[config.mk]
export PLATFORM = sky130hd
export DESIGN_NAME = pp_blk_engine
export DESIGN_NICKNAME = d
export VERILOG_FILES = /design/src/rtl/pp_blk_pkg.sv /design/src/rtl/pp_blk_port.sv /design/src/rtl/pp_blk_count.sv /design/src/rtl/pp_blk_rx.sv /design/src/rtl/pp_blk_fsm.sv /design/src/rtl/pp_blk_engine.sv
export SDC_FILE = /design/constraint.sdc
export NUM_CORES = 1
export LEC_CHECK = 0
export BUFFER_PORTS_ARGS = -buffer_cell sky130_fd_sc_hd__buf_4
export CORE_MARGIN = 5
export CORE_UTILIZATION = 30
export DETAILED_ROUTE_END_ITERATION = 8
export GPL_ROUTABILITY_DRIVEN = 1
export HOLD_SLACK_MARGIN = 0.12
export PLACE_DENSITY = 0.46
export SYNTH_ARGS = -nofsm -noshare
export SYNTH_HDL_FRONTEND = slang
export SYNTH_SLANG_ARGS = --single-unit
[constraint.sdc]
create_clock -name clk -period 3.07 [get_ports clk]
set_input_delay 0.1535 -clock clk [delete_from_list [all_inputs] [get_ports clk]]
set_output_delay 0.1535 -clock clk [all_outputs]
set_load 0.02 [all_outputs]
[src/rtl/pp_blk_pkg.sv]
package pp_blk_pkg;

    localparam int          PRE_LEN  = 24;
    localparam int          PRE_IW   = $clog2(PRE_LEN);
    localparam logic [PRE_IW-1:0] PRE_LAST = PRE_IW'(PRE_LEN - 1);

    localparam logic [7:0] CTL_IDLE   = 8'h04;
    localparam logic [7:0] CTL_STB_LO = 8'h05;
    localparam logic [7:0] CTL_STB_HI = 8'h07;
    localparam logic [7:0] CTL_SEL    = 8'h0D;
    localparam logic [7:0] CTL_SMP    = 8'h06;
    localparam logic [7:0] CTL_RD_HI  = 8'h26;
    localparam logic [7:0] CTL_RD_LO  = 8'h24;

    localparam logic [7:0] CMD_OPEN   = 8'h81;
    localparam logic [7:0] CMD_BLOCK  = 8'h82;
    localparam logic [7:0] CMD_DATA   = 8'h20;
    localparam logic [7:0] MODE_NIB   = 8'h09;
    localparam logic [7:0] MODE_BYTE  = 8'h19;

    typedef enum logic [1:0] {
        ACT_NONE = 2'd0,
        ACT_DATA = 2'd1,
        ACT_CTRL = 2'd2
    } act_kind_e;

    typedef struct packed {
        act_kind_e  kind;
        logic [7:0] val;
    } port_act_t;

    typedef enum logic [1:0] {
        PAT_SEL = 2'd0,
        PAT_STB = 2'd1,
        PAT_SMP = 2'd2
    } pat_e;

    typedef enum logic [3:0] {
        S_IDLE, S_PRE, S_RD_DZ, S_NR_H1, S_NR_L1, S_NR_H2, S_NR_L2,
        S_BR_H, S_BR_L, S_RD_OUT, S_BR_END,
        S_WR_WAIT, S_WR_DAT, S_WR_STB, S_WR_E1, S_WR_E2
    } st_e;

    function automatic port_act_t mk_data(input logic [7:0] v);
        port_act_t a;
        a.kind = ACT_DATA;
        a.val  = v;
        return a;
    endfunction

    function automatic port_act_t mk_ctrl(input logic [7:0] v);
        port_act_t a;
        a.kind = ACT_CTRL;
        a.val  = v;
        return a;
    endfunction

    // Four-step control pulse shapes; the last step always returns to idle.
    function automatic logic [7:0] pulse_step(input pat_e pat, input logic [1:0] pos);
        logic [7:0] v;
        if (pos == 2'd3) begin
            v = CTL_IDLE;
        end else if (pos == 2'd1) begin
            case (pat)
                PAT_SEL: v = CTL_SEL;
                PAT_STB: v = CTL_STB_HI;
                default: v = CTL_IDLE;
            endcase
        end else begin
            v = (pat == PAT_SMP) ? CTL_SMP : CTL_STB_LO;
        end
        return v;
    endfunction

    function automatic port_act_t preamble_act(input logic [PRE_IW-1:0] idx,
                                               input logic byte_mode);
        port_act_t        a;
        logic [PRE_IW-1:0] off;
        a = mk_ctrl(CTL_IDLE);
        if (idx == 5'd0) begin
            a = mk_data(CMD_OPEN);
        end else if (idx <= 5'd4) begin
            off = idx - 5'd1;
            a   = mk_ctrl(pulse_step(PAT_SEL, off[1:0]));
        end else if (idx == 5'd5) begin
            a = mk_data(byte_mode ? MODE_BYTE : MODE_NIB);
        end else if (idx <= 5'd9) begin
            off = idx - 5'd6;
            a   = mk_ctrl(pulse_step(PAT_STB, off[1:0]));
        end else if (idx == 5'd10) begin
            a = mk_data(CMD_BLOCK);
        end else if (idx <= 5'd14) begin
            off = idx - 5'd11;
            a   = mk_ctrl(pulse_step(PAT_SEL, off[1:0]));
        end else if (idx <= 5'd18) begin
            off = idx - 5'd15;
            a   = mk_ctrl(pulse_step(PAT_SMP, off[1:0]));
        end else if (idx == 5'd19) begin
            a = mk_data(CMD_DATA);
        end else begin
            off = idx - 5'd20;
            a   = mk_ctrl(pulse_step(PAT_SEL, off[1:0]));
        end
        return a;
    endfunction

    // Rebuild one byte from two status samples (two bits arrive inverted).
    function automatic logic [7:0] nib_merge(input logic [7:0] lo, input logic [7:0] hi);
        return {~hi[7], hi[5:3], ~lo[7], lo[5:3]};
    endfunction

endpackage

[src/rtl/pp_blk_port.sv]
module pp_blk_port
    import pp_blk_pkg::*;
(
    input  logic       clk,
    input  logic       rst,
    input  port_act_t  act_i,
    output logic [7:0] data_o,
    output logic [7:0] ctrl_o,
    output logic       data_wr_o,
    output logic       ctrl_wr_o
);
    always_ff @(posedge clk) begin
        if (rst) begin
            data_o    <= 8'h00;
            ctrl_o    <= CTL_IDLE;
            data_wr_o <= 1'b0;
            ctrl_wr_o <= 1'b0;
        end else begin
            data_wr_o <= (act_i.kind == ACT_DATA);
            ctrl_wr_o <= (act_i.kind == ACT_CTRL);
            if (act_i.kind == ACT_DATA) data_o <= act_i.val;
            if (act_i.kind == ACT_CTRL) ctrl_o <= act_i.val;
        end
    end
endmodule

[src/rtl/pp_blk_count.sv]
module pp_blk_count #(
    parameter int CNT_W = 16
) (
    input  logic             clk,
    input  logic             rst,
    input  logic             load_i,
    input  logic [CNT_W-1:0] load_val_i,
    input  logic             dec_i,
    output logic             last_o,
    output logic             zero_o
);
    localparam logic [CNT_W-1:0] ONE = CNT_W'(1);

    logic [CNT_W-1:0] left_q;

    always_ff @(posedge clk) begin
        if (rst) begin
            left_q <= '0;
        end else if (load_i) begin
            left_q <= load_val_i;
        end else if (dec_i && (left_q != '0)) begin
            left_q <= left_q - ONE;
        end
    end

    assign last_o = (left_q == ONE);
    assign zero_o = (left_q == '0);
endmodule

[src/rtl/pp_blk_rx.sv]
module pp_blk_rx
    import pp_blk_pkg::*;
(
    input  logic       clk,
    input  logic       rst,
    input  logic       cap_lo_i,
    input  logic       cap_hi_i,
    input  logic       cap_byte_i,
    input  logic [7:0] status_i,
    input  logic [7:0] data_i,
    output logic [7:0] byte_o
);
    logic [7:0] lo_q;

    always_ff @(posedge clk) begin
        if (rst) begin
            lo_q   <= 8'h00;
            byte_o <= 8'h00;
        end else begin
            if (cap_lo_i)   lo_q   <= status_i;
            if (cap_hi_i)   byte_o <= nib_merge(lo_q, status_i);
            if (cap_byte_i) byte_o <= data_i;
        end
    end
endmodule

[src/rtl/pp_blk_fsm.sv]
module pp_blk_fsm
    import pp_blk_pkg::*;
(
    input  logic       clk,
    input  logic       rst,
    input  logic       start_i,
    input  logic       dir_i,
    input  logic       byte_mode_i,
    input  logic       cnt_last_i,
    input  logic       cnt_zero_i,
    input  logic       rd_ready_i,
    input  logic       wr_valid_i,
    input  logic [7:0] wr_data_i,
    output port_act_t  act_o,
    output logic       cnt_load_o,
    output logic       cnt_dec_o,
    output logic       cap_lo_o,
    output logic       cap_hi_o,
    output logic       cap_byte_o,
    output logic       rd_valid_o,
    output logic       wr_ready_o,
    output logic       busy_o,
    output logic       done_o
);
    st_e               st_q, st_d;
    logic [PRE_IW-1:0] pre_q, pre_d;
    logic              dir_q, bmode_q, wsave_q;
    logic [7:0]        wbyte_q;
    logic              latch, done_d;

    always_comb begin
        st_d       = st_q;
        pre_d      = pre_q;
        act_o      = '{kind: ACT_NONE, val: 8'h00};
        cnt_load_o = 1'b0;
        cnt_dec_o  = 1'b0;
        cap_lo_o   = 1'b0;
        cap_hi_o   = 1'b0;
        cap_byte_o = 1'b0;
        latch      = 1'b0;
        done_d     = 1'b0;
        unique case (st_q)
            S_IDLE: begin
                if (start_i) begin
                    st_d       = S_PRE;
                    pre_d      = '0;
                    latch      = 1'b1;
                    cnt_load_o = 1'b1;
                end
            end
            S_PRE: begin
                act_o = preamble_act(pre_q, bmode_q);
                pre_d = pre_q + 1'b1;
                if (pre_q == PRE_LAST) begin
                    if (cnt_zero_i) begin
                        st_d   = S_IDLE;
                        done_d = 1'b1;
                    end else if (dir_q) begin
                        st_d = S_WR_WAIT;
                    end else if (bmode_q) begin
                        st_d = S_RD_DZ;
                    end else begin
                        st_d = S_NR_H1;
                    end
                end
            end
            S_RD_DZ: begin
                act_o = mk_data(8'h00);
                st_d  = S_BR_H;
            end
            S_NR_H1: begin
                act_o = mk_ctrl(CTL_SMP);
                st_d  = S_NR_L1;
            end
            S_NR_L1: begin
                act_o    = mk_ctrl(CTL_IDLE);
                cap_lo_o = 1'b1;
                st_d     = S_NR_H2;
            end
            S_NR_H2: begin
                act_o = mk_ctrl(CTL_SMP);
                st_d  = S_NR_L2;
            end
            S_NR_L2: begin
                act_o    = mk_ctrl(CTL_IDLE);
                cap_hi_o = 1'b1;
                st_d     = S_RD_OUT;
            end
            S_BR_H: begin
                act_o = mk_ctrl(CTL_RD_HI);
                st_d  = S_BR_L;
            end
            S_BR_L: begin
                act_o      = mk_ctrl(CTL_RD_LO);
                cap_byte_o = 1'b1;
                st_d       = S_RD_OUT;
            end
            S_RD_OUT: begin
                if (rd_ready_i) begin
                    cnt_dec_o = 1'b1;
                    if (cnt_last_i) begin
                        if (bmode_q) begin
                            st_d = S_BR_END;
                        end else begin
                            st_d   = S_IDLE;
                            done_d = 1'b1;
                        end
                    end else begin
                        st_d = bmode_q ? S_BR_H : S_NR_H1;
                    end
                end
            end
            S_BR_END: begin
                act_o  = mk_ctrl(CTL_IDLE);
                st_d   = S_IDLE;
                done_d = 1'b1;
            end
            S_WR_WAIT: begin
                if (wr_valid_i) begin
                    act_o = mk_ctrl(CTL_STB_LO);
                    st_d  = S_WR_DAT;
                end
            end
            S_WR_DAT: begin
                act_o = mk_data(wbyte_q);
                st_d  = S_WR_STB;
            end
            S_WR_STB: begin
                act_o     = mk_ctrl(CTL_STB_HI);
                cnt_dec_o = 1'b1;
                st_d      = cnt_last_i ? S_WR_E1 : S_WR_WAIT;
            end
            S_WR_E1: begin
                act_o = mk_ctrl(CTL_STB_LO);
                st_d  = S_WR_E2;
            end
            S_WR_E2: begin
                act_o  = mk_ctrl(CTL_IDLE);
                st_d   = S_IDLE;
                done_d = 1'b1;
            end
            default: st_d = S_IDLE;
        endcase
    end

    assign wsave_q = (st_q == S_WR_WAIT) && wr_valid_i;

    always_ff @(posedge clk) begin
        if (rst) begin
            st_q    <= S_IDLE;
            pre_q   <= '0;
            dir_q   <= 1'b0;
            bmode_q <= 1'b0;
            wbyte_q <= 8'h00;
            done_o  <= 1'b0;
        end else begin
            st_q   <= st_d;
            pre_q  <= pre_d;
            done_o <= done_d;
            if (latch) begin
                dir_q   <= dir_i;
                bmode_q <= byte_mode_i;
            end
            if (wsave_q) wbyte_q <= wr_data_i;
        end
    end

    assign rd_valid_o = (st_q == S_RD_OUT);
    assign wr_ready_o = (st_q == S_WR_WAIT);
    assign busy_o     = (st_q != S_IDLE);
endmodule

[src/rtl/pp_blk_engine.sv]
module pp_blk_engine
    import pp_blk_pkg::*;
#(
    parameter int CNT_W = 16
) (
    input  logic             clk,
    input  logic             rst,
    input  logic             start_i,
    input  logic             dir_i,
    input  logic             byte_mode_i,
    input  logic [CNT_W-1:0] count_i,
    output logic             busy_o,
    output logic             done_o,
    output logic [7:0]       pp_data_o,
    output logic [7:0]       pp_ctrl_o,
    output logic             pp_data_wr_o,
    output logic             pp_ctrl_wr_o,
    input  logic [7:0]       pp_status_i,
    input  logic [7:0]       pp_data_i,
    output logic             rd_valid_o,
    output logic [7:0]       rd_data_o,
    input  logic             rd_ready_i,
    input  logic             wr_valid_i,
    input  logic [7:0]       wr_data_i,
    output logic             wr_ready_o
);
    port_act_t act;
    logic      cnt_load, cnt_dec, cnt_last, cnt_zero;
    logic      cap_lo, cap_hi, cap_byte;

    pp_blk_fsm u_fsm (
        .clk         (clk),
        .rst         (rst),
        .start_i     (start_i),
        .dir_i       (dir_i),
        .byte_mode_i (byte_mode_i),
        .cnt_last_i  (cnt_last),
        .cnt_zero_i  (cnt_zero),
        .rd_ready_i  (rd_ready_i),
        .wr_valid_i  (wr_valid_i),
        .wr_data_i   (wr_data_i),
        .act_o       (act),
        .cnt_load_o  (cnt_load),
        .cnt_dec_o   (cnt_dec),
        .cap_lo_o    (cap_lo),
        .cap_hi_o    (cap_hi),
        .cap_byte_o  (cap_byte),
        .rd_valid_o  (rd_valid_o),
        .wr_ready_o  (wr_ready_o),
        .busy_o      (busy_o),
        .done_o      (done_o)
    );

    pp_blk_count #(.CNT_W(CNT_W)) u_count (
        .clk        (clk),
        .rst        (rst),
        .load_i     (cnt_load),
        .load_val_i (count_i),
        .dec_i      (cnt_dec),
        .last_o     (cnt_last),
        .zero_o     (cnt_zero)
    );

    pp_blk_rx u_rx (
        .clk        (clk),
        .rst        (rst),
        .cap_lo_i   (cap_lo),
        .cap_hi_i   (cap_hi),
        .cap_byte_i (cap_byte),
        .status_i   (pp_status_i),
        .data_i     (pp_data_i),
        .byte_o     (rd_data_o)
    );

    pp_blk_port u_port (
        .clk       (clk),
        .rst       (rst),
        .act_i     (act),
        .data_o    (pp_data_o),
        .ctrl_o    (pp_ctrl_o),
        .data_wr_o (pp_data_wr_o),
        .ctrl_wr_o (pp_ctrl_wr_o)
    );
endmodule

Yosys cells after proc, flatten, opt, wreduce, memory -nomap -nowiden
Index checks and enable logic that the tools add are counted.
- reductions and logical operators: 16
- bitwise gates (word level): 2
- $mul: 0
- eq/ne operators: 36
- $add $sub $neg: 7
- divide/modulo/power cells: 0
- mux-type cells: 52
- shift-type cells: 0
- order comparisons: 4
- operators by type and width (kind ; number):
    $pmux W10 S10 ; 1
    $mux W10 ; 9
    $mux W8 ; 7
    $pmux W4 S14 ; 1
    $mux W4 ; 11
    $eq A4 B4 Y1 const B ; 8
    $mux W16 ; 2
    $eq A16 B1 Y1 const B ; 1
    $eq A4 B3 Y1 const B ; 4
    $logic_not A16 Y1 ; 1
    $reduce_bool A16 Y1 ; 1
    $sub A16 B1 Y16 const B ; 1
    $eq A2 B1 Y1 const B ; 6
    $eq A2 B2 Y1 const B ; 6
    $mux W1 ; 12
    $eq A5 B5 Y1 const B ; 2
    $le A5 B4 Y1 const B ; 2
    $mux W5 ; 2
    $pmux W5 S2 ; 1
    $eq A4 B2 Y1 const B ; 2
    $mux W3 ; 2
    $reduce_bool A2 Y1 ; 3
    $reduce_or A2 Y1 ; 3
    $sub A2 B2 Y2 const B ; 3
    20 further kinds ; 26
- register bits after elaboration: 70
- word-level logic and storage cells: 130
- memory bits (writable): 0
- output and inout bits: 30
- input bits: 47
- latch bits: 0
- memories kept: 0
- memory bits (read-only): 0

Longest topological paths before layout
- word-level depth: 14
- gate-level depth with buffers: 9

Cells and area by module
A second synthesis with hierarchy kept.
- cells, all modules: 478
- area total of the unflattened synthesis: 3975.1 sq um
- by module, submodules not included (module ; instances ; area each (sq um) ; cells an instance ; seq. area each (sq um)):
    pp_blk_fsm ; 1 ; 1712.9 ; 237 ; 400.4
    pp_blk_count ; 1 ; 974.7 ; 122 ; 320.3
    pp_blk_port ; 1 ; 770.7 ; 69 ; 360.3
    pp_blk_rx ; 1 ; 516.7 ; 50 ; 240.2

Worst setup path after synthesis
Ideal clock, no wire load.
- path type: reg-to-reg
- start point: reg u_fsm.pre_q[0]
- end point: reg u_port.ctrl_o[0]
- clock period less this slack: 2478 ps
- cell stages (with the launch flop): 10
- data required time: 2942 ps
- setup time: 128 ps
- arrival: 2350 ps
- path slack: 592 ps
- cell sequence: dfxtp_1 clkbuf_1 inv_1 ha_1 mux2_2 a22oi_1 a31oi_1 o22ai_1 mux2i_1 nor2_1
- cells in the longest elaborated chain, start to end: 12
- RTL lines (what ; line ; text):
    start: declaration ; pp_blk_fsm.sv:26 ; logic [PRE_IW-1:0] pre_q, pre_d;
    start signal: assignment ; pp_blk_fsm.sv:158 ; pre_q <= pre_d;
    $sub A2 B1 Y2 ; pp_blk_pkg.sv:101 ; off = idx - 5'd20;
    $eq A2 B2 Y1 ; pp_blk_pkg.sv:61 ; if (pos == 2'd3) begin
    $mux W8 ; pp_blk_pkg.sv:61 ;
    $mux W10 ; pp_blk_pkg.sv:98 ; end else if (idx == 5'd19) begin
    $mux W10 ; pp_blk_pkg.sv:95 ; end else if (idx <= 5'd18) begin
    $mux W10 ; pp_blk_pkg.sv:92 ; end else if (idx <= 5'd14) begin
    $mux W10 ; pp_blk_pkg.sv:90 ; end else if (idx == 5'd10) begin
    $mux W10 ; pp_blk_pkg.sv:87 ; end else if (idx <= 5'd9) begin
    $mux W10 ; pp_blk_pkg.sv:85 ; end else if (idx == 5'd5) begin
    $mux W10 ; pp_blk_pkg.sv:82 ; end else if (idx <= 5'd4) begin
    $mux W10 (*) ; pp_blk_pkg.sv:80 ; if (idx == 5'd0) begin
    $pmux W10 S10 (*) ; pp_blk_fsm.sv:42 ; unique case (st_q)
    end signal: assignment ; pp_blk_port.sv:22 ; if (act_i.kind == ACT_CTRL) ctrl_o <= act_i.val;
    end: declaration ; pp_blk_port.sv:8 ; output logic [7:0] ctrl_o,
Every way passes the cells marked *; elsewhere a longest branch is shown, timed or not.
A chain may end at the register's enable or synchronous reset.

Final worst setup path
- start point: reg u_fsm.pre_q[0]
- end point: reg u_port.ctrl_o[5]
- cells in the longest elaborated chain, start to end: 11
- RTL lines (what ; line):
    parallel branches: the longest is 8 deep, another holds $le A5 B5 Y1 ; n/a
    $mux W10 (*) ; pp_blk_pkg.sv:80
    $pmux W10 S10 (*) ; pp_blk_fsm.sv:42
    $eq A2 B2 Y1 ; pp_blk_port.sv:22
Every way passes the cells marked *.

==> reports/metrics.yaml <==
fin_crit_ns: 2.470
status: "complete, no violations"
critPathArrivalTime_ns: 2.65
synthArstFlopShare_pct: 0
syn-num-nets: 508
rr_startpoint: "u_fsm.pre_q[0]"
slew_headroom_pct: 48.60
grt_pass1_vias: 3420
post_cts_buffers: 0
setup_tns_ns: 0
initialDrtViolationCount: 310
grt_max_degree: 67
fin_area_um2: 4797
root_buffer: "clkbuf_16"
synth_warnings: 0
cts_tree: "done"
rrSetupSlack_ns: 0.60
synth.avg_cell_area_um2: 7.926
wl_per_cell_um: 14.74
cts_inserted_buffers: 9
cts_sinks: 66
clk_latency_ns: 0.33
cp.required_ns: 3.25
met1Wirelength_mm: 5.123
synthCells: 454
synth.distinct_cells: 58
critical_path_class: "reg2reg"
synth.area.top_cells: "dfxtp_1 (37%), nor2_1 (7.5%), a21oi_1 (5.3%), a211oi_1 (4.6%), mux2i_1 (4.2%)"
place_hpwl_mm: 7.222
fmax_ghz: 0.4049
rsz0062_at_grt: "no"
finish.net_count: 596
wl_met2_mm: 4.371
cts.path.max_buffers: 2
endpoint_kind: "flip-flop"
die_y_um: 119.5
synth-seq-cells: 66
worst_slack_ns: 0.6003
yosysTopAreaCell: "dfxtp_1"
dp_slack_ns: 0.6411
grt_pass1_wl_mm: 17.38
numPortBuffers: 72
cp-startpoint: "u_fsm.pre_q[0]"
leakagePower_nw: 1.814
via_count: 3534
gp_congestion: 0.8217
antennaDiodeCount: 0
reg2reg_to: "u_port.ctrl_o[5]"
drv_slew: 0
die_area_um2: 14290
top_layer_used: "met4"
finalCritPeriodShare_pct: 80.45
startpoint_type: "flip-flop"
die_x_um: 119.5
wl_met3_um: 547
hold_path_class: "in2reg"
irDropWorstVdd_uv: 169.8
wl_mm: 10.22
p_per_area_nw_per_um2: 468.6
cts.clk_slew.worst_paths_ns: 0.05
netlist.area_leader.share_pct: 36.72
finalHoldViolations: 0
placed_area_um2: 4315
synth_edf_count: 0
antenna_found_initial: 0
initial_utilization_pct: 30.34
drc: 0
core_area_um2: 11860
rows: 40
syn_to_final_growth_pct: 33.31
clock_skew_ns: 0.006405
track_usage_pct: 14.77
viasPerCell: 5.100
min_to: "u_count.left_q[9]"
synth_seq_area_share_pct: 36.72
antenna_left: 0
synth_ff_type: "dfxtp_1"
cap_violations: 0
tightest_slew_ns: 0.7669
first_pass_iters: 5
ios: 77
crit_fanout: 13
layout-drive-gt1-share_pct: 20.33
hp-start: "count_i[9]"
whs_path_depth: 3
grt-ovfl-total: 0
setup_viol_count_final: 0
cts_max_level: 3
reg2reg_depth: 9
synthesis.area_um2: 3598
placed cells by master (no fill, tap or decap), drive strengths merged, types with 4 or more instances in the layout:
cell / n
nand3: 17
buf: 86
a22oi: 5
a221oi: 4
dlygate4sd3: 21
or3: 5
o21ai: 24
a21oi: 38
nand3b: 5
nor3b: 7
dfxtp: 66
a211oi: 23
nand2: 36
mux2i: 15
nor2b: 6
nor3: 7
inv: 14
nor2: 72
xnor2: 6
ha: 7
nand4: 5
xor2: 8
clkbuf: 12
nor4: 5
nand2b: 6
worst max-delay path by stage:
stage	endpoint	slack [ns]	cells past startpoint
after floorplan	u_port.ctrl_o[0]	0.59	9
after global placement	u_port.ctrl_o[1]	0.67	9
after detailed placement	u_port.ctrl_o[0]	0.64	9
after CTS	u_port.ctrl_o[5]	0.62	9
after global routing	u_port.ctrl_o[5]	0.38	9
final	u_port.ctrl_o[5]	0.60	9
synthesized netlist by cell type, drive strengths merged, types with 2 or more instances:
cell type / number
ha: 7
nor4: 5
or4: 2
o31ai: 2
nor3: 7
xnor2: 6
xor2: 8
or3: 5
clkbuf: 30
a22oi: 5
nand2b: 6
nor3b: 7
nand4b: 2
and2: 2
o22ai: 3
o21ai: 24
inv: 14
nand2: 36
a31oi: 3
a311oi: 2
nand3b: 5
a211oi: 23
nor4b: 2
dfxtp: 66
a221oi: 4
mux2i: 15
nand4: 5
o211ai: 2
o21bai: 2
nor2: 72
a21oi: 38
nor2b: 6
a2bb2oi: 2
nand3: 17
layer usage:
metal	GRT usage, %	up-vias
li1	-	1806
met1	21.19	1623
met2	21.86	94
met3	2.686	11
met4	5.870	0
met5	0	-
critical path, cell delays in order (launching register included):
cell and delay, ns:
dfxtp_1 0.56, inv_1 0.15, ha_1 0.30, mux2_2 0.28, a22oi_1 0.25, a31oi_1 0.13, o22ai_1 0.20, buf_4 0.21
mux2i_1 0.20, nor2_1 0.05
repair_timing:
item / 4_1_cts / 5_1_grt
resized for setup: 0 / 0
hold buffers: 21 / 0
hold endpoints to repair: 21 / 0
setup endpoints to repair: 0 / 0
kinds of logic after synthesis:
logic type,count (synthesis),share of synthesized area [%]
adders and majority gates,7,2.434
xor gates and xnor gates,14,3.408
buffers and inverters,44,4.590
AOI/OAI and AO/OA,123,22.60
muxes,16,4.485
and+or+nand+nor,184,25.77
DFF,66,36.72
power breakdown:
part	total [mW]	internal, mW	switching [mW]
clock network	0.945	0.582	0.363
registers	0.929	0.892	0.0369
logic	0.373	0.175	0.199
final cells by class:
class                   count  area (µm²)
clock inverters             3       15.01
well taps                 147       183.9
inverters                  14       52.55
clock buffers              12       256.5
repair buffers            107       855.8
fillers                  1219        7064
multi-input cells         344        2112
flip-flops and latches     66        1321
metrics by stage:
step | power [mW] | util (%) | std cells | hold WS (ns)
floorplan | 1.162 | - | 454 | 0.2895
global placement | 1.298 | 36.38 | 657 | 0.4026
detailed placement | 1.301 | 36.38 | 657 | 0.4112
CTS | 2.283 | 40.44 | 693 | 0.1354
global route | 2.367 | 40.44 | 693 | 0.1503
finish | 2.248 | 40.44 | 693 | 0.1375
flip-flops by register name, indices dropped and copies added, names as in the netlist:
name              flops
u_count.left_q       16
u_fsm.bmode_q         1
u_fsm.dir_q           1
u_fsm.done_o          1
u_fsm.pre_q           5
u_fsm.st_q            4
u_fsm.wbyte_q         8
u_port.ctrl_o         8
u_port.ctrl_wr_o      1
u_port.data_o         8
u_port.data_wr_o      1
u_rx.byte_o           8
u_rx.lo_q             4
Power figures use the tool's default switching activity.
